<file path="src/rtl/rtc_win_pkg.sv">
package rtc_win_pkg;
  localparam int FLD_N = 7;
  localparam int F_SEC  = 0;
  localparam int F_MIN  = 1;
  localparam int F_HR   = 2;
  localparam int F_WDAY = 3;
  localparam int F_DAY  = 4;
  localparam int F_MON  = 5;
  localparam int F_YR   = 6;

  localparam int CB_RUN    = 15;
  localparam int CB_WREN   = 13;
  localparam int CB_SYNC   = 12;
  localparam int CB_HALF   = 11;
  localparam int CB_OE     = 10;
  localparam int CB_PTR_HI = 9;
  localparam int CB_PTR_LO = 8;

  typedef logic [7:0] bcd_t;
  typedef logic [FLD_N-1:0][7:0] fld_vec_t;
  typedef enum logic [2:0] {RS_IDLE, RS_SEC, RS_MIN, RS_HR, RS_DAY, RS_MON, RS_YR} rip_st_t;

  function automatic bcd_t bcd_inc(bcd_t v);
    if (v[3:0] >= 4'd9) return {v[7:4] + 4'd1, 4'd0};
    return {v[7:4], v[3:0] + 4'd1};
  endfunction

  function automatic bcd_t month_last(bcd_t mon, bcd_t yr);
    logic [7:0] ybin;
    logic       leap;
    ybin = ({4'd0, yr[7:4]} * 8'd10) + {4'd0, yr[3:0]};
    leap = (ybin[1:0] == 2'b00);
    case (mon)
      8'h02:                      return leap ? 8'h29 : 8'h28;
      8'h04, 8'h06, 8'h09, 8'h11: return 8'h30;
      default:                    return 8'h31;
    endcase
  endfunction

  function automatic bcd_t fld_rst(int idx);
    return (idx == F_DAY || idx == F_MON) ? 8'h01 : 8'h00;
  endfunction
endpackage

</file>
<file path="src/rtl/rtc_subsec.sv">
module rtc_subsec #(
  parameter int TICKS_PER_SEC = 256
) (
  input  logic clk,
  input  logic rst,
  input  logic tick,
  input  logic run,
  input  logic clr,
  output logic half,
  output logic last,
  output logic roll
);
  localparam int CW = (TICKS_PER_SEC > 2) ? $clog2(TICKS_PER_SEC) : 1;
  localparam logic [CW-1:0] C_LAST = CW'(TICKS_PER_SEC - 1);
  localparam logic [CW-1:0] C_HALF = CW'(TICKS_PER_SEC / 2);

  logic [CW-1:0] cnt;

  assign last = run && (cnt == C_LAST);
  assign roll = last && tick;
  assign half = (cnt >= C_HALF);

  always_ff @(posedge clk) begin
    if (rst)             cnt <= '0;
    else if (clr)        cnt <= '0;
    else if (run && tick) cnt <= (cnt == C_LAST) ? '0 : cnt + 1'b1;
  end

  // a seconds write restarts the sub-second count
  a_r8_clr_restart: assert property (@(posedge clk) disable iff (rst)
    clr |=> (cnt == '0) && !half);
  // stopped clock holds the sub-second count
  a_r12_hold_cnt: assert property (@(posedge clk) disable iff (rst)
    (!run && !clr) |=> $stable(cnt));
  // crossing the midpoint raises the half flag
  a_r7_half_rise: assert property (@(posedge clk) disable iff (rst)
    (run && tick && !clr && (cnt == C_HALF - 1'b1)) |=> half);
endmodule

</file>
<file path="src/rtl/rtc_cfg_reg.sv">
module rtc_cfg_reg
  import rtc_win_pkg::*;
(
  input  logic        clk,
  input  logic        rst,
  input  logic        wr,
  input  logic [1:0]  be,
  input  logic [15:0] wdata,
  input  logic        ptr_dec,
  output logic        run,
  output logic        wren,
  output logic        oe,
  output logic [1:0]  ptr,
  output logic [7:0]  cal
);
  always_ff @(posedge clk) begin
    if (rst) begin
      run  <= 1'b0;
      wren <= 1'b0;
      oe   <= 1'b0;
      ptr  <= 2'b00;
      cal  <= 8'h00;
    end else begin
      if (wr && be[1]) begin
        if (wren) run <= wdata[CB_RUN];
        wren <= wdata[CB_WREN];
        oe   <= wdata[CB_OE];
        ptr  <= wdata[CB_PTR_HI:CB_PTR_LO];
      end else if (ptr_dec && (ptr != 2'b00)) begin
        ptr <= ptr - 2'b01;
      end
      if (wr && be[0]) cal <= wdata[7:0];
    end
  end

  // locked write leaves the run bit alone
  a_r2_run_locked: assert property (@(posedge clk) disable iff (rst)
    (wr && be[1] && !wren) |=> $stable(run));
  // each upper-byte window access steps the pointer down
  a_r4_ptr_step: assert property (@(posedge clk) disable iff (rst)
    (ptr_dec && !wr && (ptr != 2'b00)) |=> (ptr == $past(ptr) - 2'b01));
  // pointer floor at zero
  a_r4_ptr_floor: assert property (@(posedge clk) disable iff (rst)
    (ptr_dec && !wr && (ptr == 2'b00)) |=> (ptr == 2'b00));
endmodule

</file>
<file path="src/rtl/rtc_cal_ripple.sv">
module rtc_cal_ripple
  import rtc_win_pkg::*;
(
  input  logic             clk,
  input  logic             rst,
  input  logic             roll,
  input  logic [FLD_N-1:0] wr_en,
  input  fld_vec_t         wr_val,
  output fld_vec_t         fld,
  output logic             busy
);
  rip_st_t  st, st_nx;
  fld_vec_t fld_cnt;
  bcd_t     dlast;

  assign busy  = (st != RS_IDLE);
  assign dlast = month_last(fld[F_MON], fld[F_YR]);

  always_comb begin
    fld_cnt = fld;
    st_nx   = st;
    case (st)
      RS_IDLE: if (roll) st_nx = RS_SEC;
      RS_SEC: begin
        if (fld[F_SEC] >= 8'h59) begin fld_cnt[F_SEC] = 8'h00; st_nx = RS_MIN; end
        else begin fld_cnt[F_SEC] = bcd_inc(fld[F_SEC]); st_nx = RS_IDLE; end
      end
      RS_MIN: begin
        if (fld[F_MIN] >= 8'h59) begin fld_cnt[F_MIN] = 8'h00; st_nx = RS_HR; end
        else begin fld_cnt[F_MIN] = bcd_inc(fld[F_MIN]); st_nx = RS_IDLE; end
      end
      RS_HR: begin
        if (fld[F_HR] >= 8'h23) begin fld_cnt[F_HR] = 8'h00; st_nx = RS_DAY; end
        else begin fld_cnt[F_HR] = bcd_inc(fld[F_HR]); st_nx = RS_IDLE; end
      end
      RS_DAY: begin
        fld_cnt[F_WDAY] = (fld[F_WDAY] >= 8'h06) ? 8'h00 : bcd_inc(fld[F_WDAY]);
        if (fld[F_DAY] >= dlast) begin fld_cnt[F_DAY] = 8'h01; st_nx = RS_MON; end
        else begin fld_cnt[F_DAY] = bcd_inc(fld[F_DAY]); st_nx = RS_IDLE; end
      end
      RS_MON: begin
        if (fld[F_MON] >= 8'h12) begin fld_cnt[F_MON] = 8'h01; st_nx = RS_YR; end
        else begin fld_cnt[F_MON] = bcd_inc(fld[F_MON]); st_nx = RS_IDLE; end
      end
      RS_YR: begin
        fld_cnt[F_YR] = (fld[F_YR] >= 8'h99) ? 8'h00 : bcd_inc(fld[F_YR]);
        st_nx = RS_IDLE;
      end
      default: st_nx = RS_IDLE;
    endcase
  end

  always_ff @(posedge clk) begin
    if (rst) begin
      st <= RS_IDLE;
      for (int i = 0; i < FLD_N; i++) fld[i] <= fld_rst(i);
    end else begin
      st <= st_nx;
      for (int i = 0; i < FLD_N; i++)
        fld[i] <= wr_en[i] ? wr_val[i] : fld_cnt[i];
    end
  end

  // a new second never lands on an unfinished carry
  a_r9_carry_done: assert property (@(posedge clk) disable iff (rst)
    roll |-> !busy);
  // seconds wrap in the seconds stage
  a_r10_sec_wrap: assert property (@(posedge clk) disable iff (rst)
    ((st == RS_SEC) && (fld[F_SEC] == 8'h59) && !wr_en[F_SEC]) |=> (fld[F_SEC] == 8'h00) && (st == RS_MIN));
  // hours wrap at 23
  a_r10_hr_wrap: assert property (@(posedge clk) disable iff (rst)
    ((st == RS_HR) && (fld[F_HR] == 8'h23) && !wr_en[F_HR]) |=> (fld[F_HR] == 8'h00));
  // month wraps to January
  a_r11_mon_wrap: assert property (@(posedge clk) disable iff (rst)
    ((st == RS_MON) && (fld[F_MON] == 8'h12) && !wr_en[F_MON]) |=> (fld[F_MON] == 8'h01));
  // with no second boundary and no write the calendar is frozen
  a_r12_frozen: assert property (@(posedge clk) disable iff (rst)
    (!roll && !busy && (wr_en == '0)) |=> $stable(fld));
endmodule

</file>
<file path="src/rtl/rtc_regwin.sv">
module rtc_regwin
  import rtc_win_pkg::*;
#(
  parameter int TICKS_PER_SEC = 256
) (
  input  logic        clk,
  input  logic        rst,
  input  logic        tick,
  input  logic        reg_sel,
  input  logic        bus_wr,
  input  logic        bus_rd,
  input  logic [1:0]  bus_be,
  input  logic [15:0] bus_wdata,
  output logic [15:0] bus_rdata,
  output logic        rtc_on,
  output logic        rtc_oe,
  output logic [7:0]  rtc_cal
);
  logic             run, wren, oe;
  logic [1:0]       ptr;
  logic [7:0]       cal;
  logic             half, last, roll, busy, sync;
  logic             cfg_wr, ptr_dec, val_wr, sec_clr, hi_ok;
  logic [2:0]       hi_idx, lo_idx;
  logic [FLD_N-1:0] wr_en;
  fld_vec_t         wr_val, fld;
  logic [15:0]      cfg_word, val_word;

  assign cfg_wr  = bus_wr && !reg_sel;
  assign ptr_dec = reg_sel && (bus_wr || bus_rd) && bus_be[1];
  assign val_wr  = bus_wr && reg_sel && wren;
  assign sec_clr = val_wr && bus_be[0] && (ptr == 2'b00);
  assign sync    = last || busy;

  always_comb begin
    hi_ok = 1'b1;
    case (ptr)
      2'b11:   begin hi_idx = 3'(F_YR);   lo_idx = 3'(F_YR);  hi_ok = 1'b0; end
      2'b10:   begin hi_idx = 3'(F_MON);  lo_idx = 3'(F_DAY); end
      2'b01:   begin hi_idx = 3'(F_WDAY); lo_idx = 3'(F_HR);  end
      default: begin hi_idx = 3'(F_MIN);  lo_idx = 3'(F_SEC); end
    endcase
  end

  always_comb begin
    wr_en  = '0;
    wr_val = '0;
    if (val_wr && bus_be[1] && hi_ok) begin
      wr_en[hi_idx]  = 1'b1;
      wr_val[hi_idx] = bus_wdata[15:8];
    end
    if (val_wr && bus_be[0]) begin
      wr_en[lo_idx]  = 1'b1;
      wr_val[lo_idx] = bus_wdata[7:0];
    end
  end

  rtc_cfg_reg u_cfg (
    .clk(clk), .rst(rst), .wr(cfg_wr), .be(bus_be), .wdata(bus_wdata),
    .ptr_dec(ptr_dec), .run(run), .wren(wren), .oe(oe), .ptr(ptr), .cal(cal)
  );

  rtc_subsec #(.TICKS_PER_SEC(TICKS_PER_SEC)) u_sub (
    .clk(clk), .rst(rst), .tick(tick), .run(run), .clr(sec_clr),
    .half(half), .last(last), .roll(roll)
  );

  rtc_cal_ripple u_cal (
    .clk(clk), .rst(rst), .roll(roll), .wr_en(wr_en), .wr_val(wr_val),
    .fld(fld), .busy(busy)
  );

  assign cfg_word = {run, 1'b0, wren, sync, half, oe, ptr, cal};
  assign val_word = {hi_ok ? fld[hi_idx] : 8'h00, fld[lo_idx]};

  always_ff @(posedge clk) begin
    if (rst)         bus_rdata <= 16'h0000;
    else if (bus_rd) bus_rdata <= reg_sel ? val_word : cfg_word;
  end

  assign rtc_on  = run;
  assign rtc_oe  = oe;
  assign rtc_cal = cal;

  // bit 14 of the configuration word always reads 0
  a_r1_bit14_zero: assert property (@(posedge clk) disable iff (rst)
    (bus_rd && !reg_sel) |=> !bus_rdata[14]);
  // locked window writes leave the calendar untouched
  a_r3_locked: assert property (@(posedge clk) disable iff (rst)
    (bus_wr && reg_sel && !wren && !busy && !roll) |=> $stable(fld));
  // pointer 2 shows month over day
  a_r5_mon_day: assert property (@(posedge clk) disable iff (rst)
    (bus_rd && reg_sel && (ptr == 2'b10)) |=> (bus_rdata == {$past(fld[F_MON]), $past(fld[F_DAY])}));
  // reserved upper field reads zero
  a_r6_rsvd_zero: assert property (@(posedge clk) disable iff (rst)
    (bus_rd && reg_sel && (ptr == 2'b11)) |=> (bus_rdata[15:8] == 8'h00));
  // a read during the carry reports the sync flag
  a_r9_sync_busy: assert property (@(posedge clk) disable iff (rst)
    (bus_rd && !reg_sel && busy) |=> bus_rdata[CB_SYNC]);
  // read data holds between reads
  a_r13_hold: assert property (@(posedge clk) disable iff (rst)
    !bus_rd |=> $stable(bus_rdata));
endmodule

</file>
<file path="config.mk">
export PLATFORM = sky130hd
export DESIGN_NAME = rtc_regwin
export DESIGN_NICKNAME = d
export VERILOG_FILES = /design/src/rtl/rtc_win_pkg.sv /design/src/rtl/rtc_subsec.sv /design/src/rtl/rtc_cfg_reg.sv /design/src/rtl/rtc_cal_ripple.sv /design/src/rtl/rtc_regwin.sv
export SDC_FILE = /design/constraint.sdc
export NUM_CORES = 1
export LEC_CHECK = 0
export BUFFER_PORTS_ARGS = -buffer_cell sky130_fd_sc_hd__buf_2
export CAP_MARGIN = 20
export CORE_ASPECT_RATIO = 0.9
export CORE_MARGIN = 2
export CORE_UTILIZATION = 45
export DETAILED_ROUTE_END_ITERATION = 16
export PLACE_DENSITY = 0.61
export SLEW_MARGIN = 0
export SYNTH_ARGS = -nofsm -noshare
export SYNTH_HDL_FRONTEND = slang
export SYNTH_HIERARCHICAL = 1
export SYNTH_SLANG_ARGS = --single-unit
</file>
<file path="constraint.sdc">
create_clock -name clk -period 7.3 [get_ports clk]
set_input_delay 0.73 -clock clk [delete_from_list [all_inputs] [get_ports clk]]
set_output_delay 0.73 -clock clk [all_outputs]
set_load 0.005 [all_outputs]
</file>
Yosys cells after proc, flatten, opt, wreduce, memory -nomap -nowiden
Index checks and enable logic that the tools add are counted.

Order comparisons: 19. Multiply operators: 1. Add/subtract/negate cells: 17. Bitwise logic cells: 2. Eq/ne operators: 16. Reduce and logical (&&, ||, !) cells: 50. Muxes and demuxes: 87.

Operators with widths (count): two-way mux 8 bit (39); two-way mux 56 bit (2); adder 4 x 1 -> 4 bit (second input constant) (14); bitwise AND 56 bit (1); bitwise mux 56 bit (1); binary-select mux 8 bit (select 3 bit) (2); demux 8 bit (select 3 bit) (2); two-way mux 16 bit (2); >= comparator 4 bit (second input constant) (7); nonzero test 3 bit (8); two-way mux 1 bit (23); one-hot mux 3 bit (3 select lines) (2); one-hot mux 3 bit (6 select lines) (1); nonzero test 2 bit (9); logical AND 1 bit (17); == test 8 x 3 -> 1 bit (second input constant) (2); >= comparator 8 x 7 -> 1 bit (second input constant) (2); >= comparator 8 bit (second input constant) (2); one-hot mux 8 bit (2 select lines) (1); AND reduction 2 bit (8); two-way mux 7 bit (2); two-way mux 3 bit (4); == test 3 bit (second input constant) (3); adder 8 x 1 -> 8 bit (second input constant) (1); 27 further kinds (37).

Output and inout bits: 26. Input bits: 24. Logic and storage cells: 214. Register bits: 96.

Longest topological paths before layout
Word-level depth: 12. Mapped depth: 11. Mapped depth without buffers: 11.

Cells and area by module
Netlist, hierarchy kept.

By module, submodules not included: rtc_cal_ripple (times used 1, sequential area each 1181.1 µm², area an instance 4249.1 µm², cells an instance 524); rtc_regwin (times used 1, sequential area each 320.3 µm², area an instance 1572.8 µm², cells an instance 201); rtc_cfg_reg (times used 1, sequential area each 260.2 µm², area an instance 530.5 µm², cells an instance 62); rtc_subsec (times used 1, sequential area each 160.2 µm², area an instance 419.2 µm², cells an instance 52).

Worst setup path before layout
Ideal clock, no wire load.

Path type: register -> register. Start: register u_cal/fld[44] (netlist bit). End: register u_cal/fld[37] (netlist bit). Path buffers: 0. Slack: 4.576 ns. Required time: 7.205 ns. Arrival time: 2.628 ns. Library setup time: 0.095 ns. Clock period less this slack: 2.724 ns. Stages on the path, launching flop included: 11. Cell sequence: dfxtp_1 ha_1 mux2i_1 o32ai_1 nand3_1 o21a_1 ha_1 or4b_1 a41oi_2 nand2_1 a221oi_1.

Word-level cells in the longest chain between the ends: 7. Elaborated cells between the ends (all ways): 13. Classes of those cells: order compare (1); eq/ne (5); mux (4); reduce/logical (3).

RTL lines: start, declared (RTL line rtc_cal_ripple.sv:9) `output fld_vec_t fld,`; start signal, assigned by index (RTL line rtc_cal_ripple.sv:60) `fld[i] <= wr_en[i] ? wr_val[i] : fld_cnt[i];`; == test 8 x 3 -> 1 bit (tied with other cells) (RTL line rtc_win_pkg.sv:33) `case (mon)`; OR reduction 4 bit (RTL line rtc_win_pkg.sv:33); one-hot mux 8 bit (2 select lines) * (RTL line rtc_win_pkg.sv:33); >= comparator 8 bit * (RTL line rtc_cal_ripple.sv:38) `if (fld[F_DAY] >= dlast) begin fld_cnt[F_DAY] = 8'h01; st_nx = RS_MON; end`; two-way mux 8 bit (RTL line rtc_cal_ripple.sv:38); two-way mux 16 bit (RTL line rtc_cal_ripple.sv:22) `case (st)`; two-way mux 8 bit (RTL line rtc_cal_ripple.sv:60).

Every way passes the cells marked *; elsewhere a longest branch is shown, timed or not. The select of a mux whose other input is x is not followed. A chain may end at the register's enable or synchronous reset.

Worst setup path in the final report
Ends and elaborated chain as after synthesis.

==> flow_summary.toml <==
[route]
drt_iter0_drc = 741
dr.pass1.iters = 7
vias = 6500
antenna_left = 0
vias_per_cell = 6.14
remaining_drc_errors = 0
wire_per_inst_microns = 18.8
routed_wirelength_mm = 19.9

[setup_path]
crit_end = "u_cal/fld[37]"
crit_chain = "ha_1 -> mux2i_1 -> o32ai_1 -> nand3_1 -> o21a_1 -> ha_1 -> or4b_1 -> a41oi_2 -> nand2_1 -> a221oi_1"
cp_num_buf_inv = 0
crit_path_start = "u_cal/fld[44]"
setup.worst_path.class = "reg -> reg"
critPathArrivalTime_ns = 3.37
endpoint_kind = "flip-flop"
cpMostUsedCell = "ha_1"
r2r-end = "u_cal/fld[37]"
critPathMaxFanout = 8
cpMaxStageDelayCell = "or4b_1"
cp_num_cells = 10
start_kind = "flip-flop"
r2r_cells = 10
reg2reg_slack_ns = 4.19
slowest_delay_ns = 0.50
r2r_start = "u_cal/fld[44]"
critPathTopFamily = "compound AO/OA/AOI/OAI gates"
crit_required_ns = 7.56

[sta]
worst_slew_pin_slew_ns = 1.05
rsz0062_at_grt = "no"
slew_headroom_pct = 29.9
setup_viol = 0
min_period_ns = 3.11
fin_crit_sh_pct = 42.6
fmax_mhz = 321
timing.final.hold_violations = 0
fin_setup_tns_ns = 0
slew_violations = 0
finClkSkew_ns = 0.0107

[placement]
gp_congestion = 0.897
dp_hpwl_mm = 14.1
port-buffer-count = 49

[hold_path]
hp-class = "reg -> reg"

[yosys]
synth-edff-count = 0
synth_top_area_share_pct = 28.4
synth_top_area_cell = "dfxtp_1"
synthFlopType = "dfxtp_1"
syn_inst = 839
synth_area_leaders = "dfxtp_1 28%, ha_1 8.1%, and2_1 5.8%"
yosysMostFrequentCell = "dfxtp_1"
avgSynthCellArea_sq_um = 8.07
synth_seq_cells = 96
synthDistinctLibCells = 82
synth.cell_area_sq_um = 6770
ys.warnings.count = 6
async_flop_share_pct = 0
ys_seq_area_share_pct = 28.4
syn-num-nets = 907
netlist_top_cells_count = "96 x dfxtp_1, 63 x and2_1, 55 x nand2_1"

[layout]
drive_gt1_share_pct = 13.5
antenna_cells = 0
layout.nets = 924
syn_to_final_growth_pct = 9.46
fin_util_pct = 50.4

[grt]
first_global_vias = 6052
grt_antenna_before_repair = 0
track_usage_pct = 24.8
grt_max_degree = 49
grt_pass1_wl_mm = 32.0
grt_overflow = 0

[clock_tree]
clk_pin_slew_worst_paths_ns = 0.07
cts_root_buf = "clkbuf_16"
clock_path_buffers = 2
clock-sinks = 96
cts_resized = 0
numCtsBuffers = 9
hold_buffers = 0
cts_tree = "done"
cts_setup_buffers = 0
clk_latency_ns = 0.35
htreeDepth = 3

[power]
vdd_drop_max_uv = 99.5
power.density_nw_per_um2 = 156
p_leak_uw = 0.00278

[run]
maxCapViolCount = 0

[floorplanning]
die_w_microns = 133
coreArea_sq_um = 14700
start_util_pct = 46.0
rows = 42
dieArea_sq_um = 16000
die_h_microns = 120
io_pins = 50

[outcome]
outcome = "finished, final reports clean"
==> cell type report <==
cell class,instances,area [sq um]
Timing Repair Buffer,56,298
Clock inverter,5,78.8
Tap cell,198,248
Inverter,56,210
Multi-Input combinational cell,637,4410
Sequential cell,96,1920
Fill cell,1451,7300
Clock buffer,11,243
==> kinds of logic after synthesis <==
group	Yosys count	synth area share, %
XOR/XNOR	9	1.16
adder cells (fa/ha/maj)	44	8.13
AND/OR/NAND/NOR	332	27.9
buffers and inverters	106	6.45
AO/OA/AOI/OAI	225	23.7
multiplexers	27	4.31
flip-flops	96	28.4
==> layer usage <==
layer	vias to the layer above	wire [microns]	global-route usage, %
met5	-	0	0
met4	0	424	9.91
met3	33	1440	3.73
met2	258	8640	36.6
met1	3091	9430	36.3
li1	3118	-	-
==> layout by cell type (no fill, tap or decap), types with 7 or more instances in the layout <==
cell,instances
nand2b_1,12
or3_1,9
mux2i_1,10
ha_1,44
a221oi_1,8
a21o_1,8
inv_1,54
a222oi_1,8
nand3_1,36
nor2_1,47
clkbuf_16,9
nor3_1,10
buf_2,49
nand3b_1,15
a31oi_1,19
a41oi_1,7
mux2_2,17
and2_1,63
nor3b_1,10
nand4_1,18
a211oi_1,16
nand2_1,55
a21oi_1,54
buf_4,7
or3b_2,7
o21ai_0,27
o31ai_1,7
dfxtp_1,96
nor2b_1,13
==> metrics by stage <==
stage | total power, uW | area (sq um) | setup slack [ns] | instances | hold WS, ns
floorplan | 606 | 6770 | 4.58 | 839 | 0.446
global placement | 638 | 7090 | 4.24 | 1043 | 0.467
detailed placement | 640 | 7090 | 4.03 | 1043 | 0.470
CTS | 1160 | 7410 | 4.20 | 1059 | 0.483
global route | 1200 | 7410 | 3.88 | 1059 | 0.507
finish | 1160 | 7410 | 4.19 | 1059 | 0.487
==> registers in the layout, indices dropped and copies added, names as in the netlist <==
signal      count
u_cfg/oe        1
u_cal/st        3
u_cfg/wren      1
u_cfg/cal       8
u_cfg/run       1
u_cal/fld      56
u_sub/cnt       8
u_cfg/ptr       2
bus_rdata      16
==> how the worst min path moves through the flow <==
stage,cells after the start,startpoint,slack [ns],to
global route,2,bus_rdata[7],0.51,bus_rdata[7]
global placement,2,u_cal/fld[30],0.47,u_cal/fld[30]
finish,2,u_cfg/cal[2],0.49,u_cfg/cal[2]
CTS,2,u_cfg/cal[2],0.48,u_cfg/cal[2]
detailed placement,2,u_cfg/oe,0.47,u_cfg/oe
floorplan,2,u_cal/fld[30],0.45,u_cal/fld[30]
==> report_power, final <==
group / switching [uW] / internal (uW) / total, uW
Sequential: 10.9 / 533 / 544
Clock: 216 / 310 / 526
Combinational: 54.7 / 31.1 / 85.8
Total: 282 / 874 / 1160
==> tightest hold or removal path, cell delays in order (launching register included) <==
cell and delay (ns):
dfxtp_1 0.33, nand2_1 0.06, a21oi_1 0.05
(Power assumes the default switching activity.)
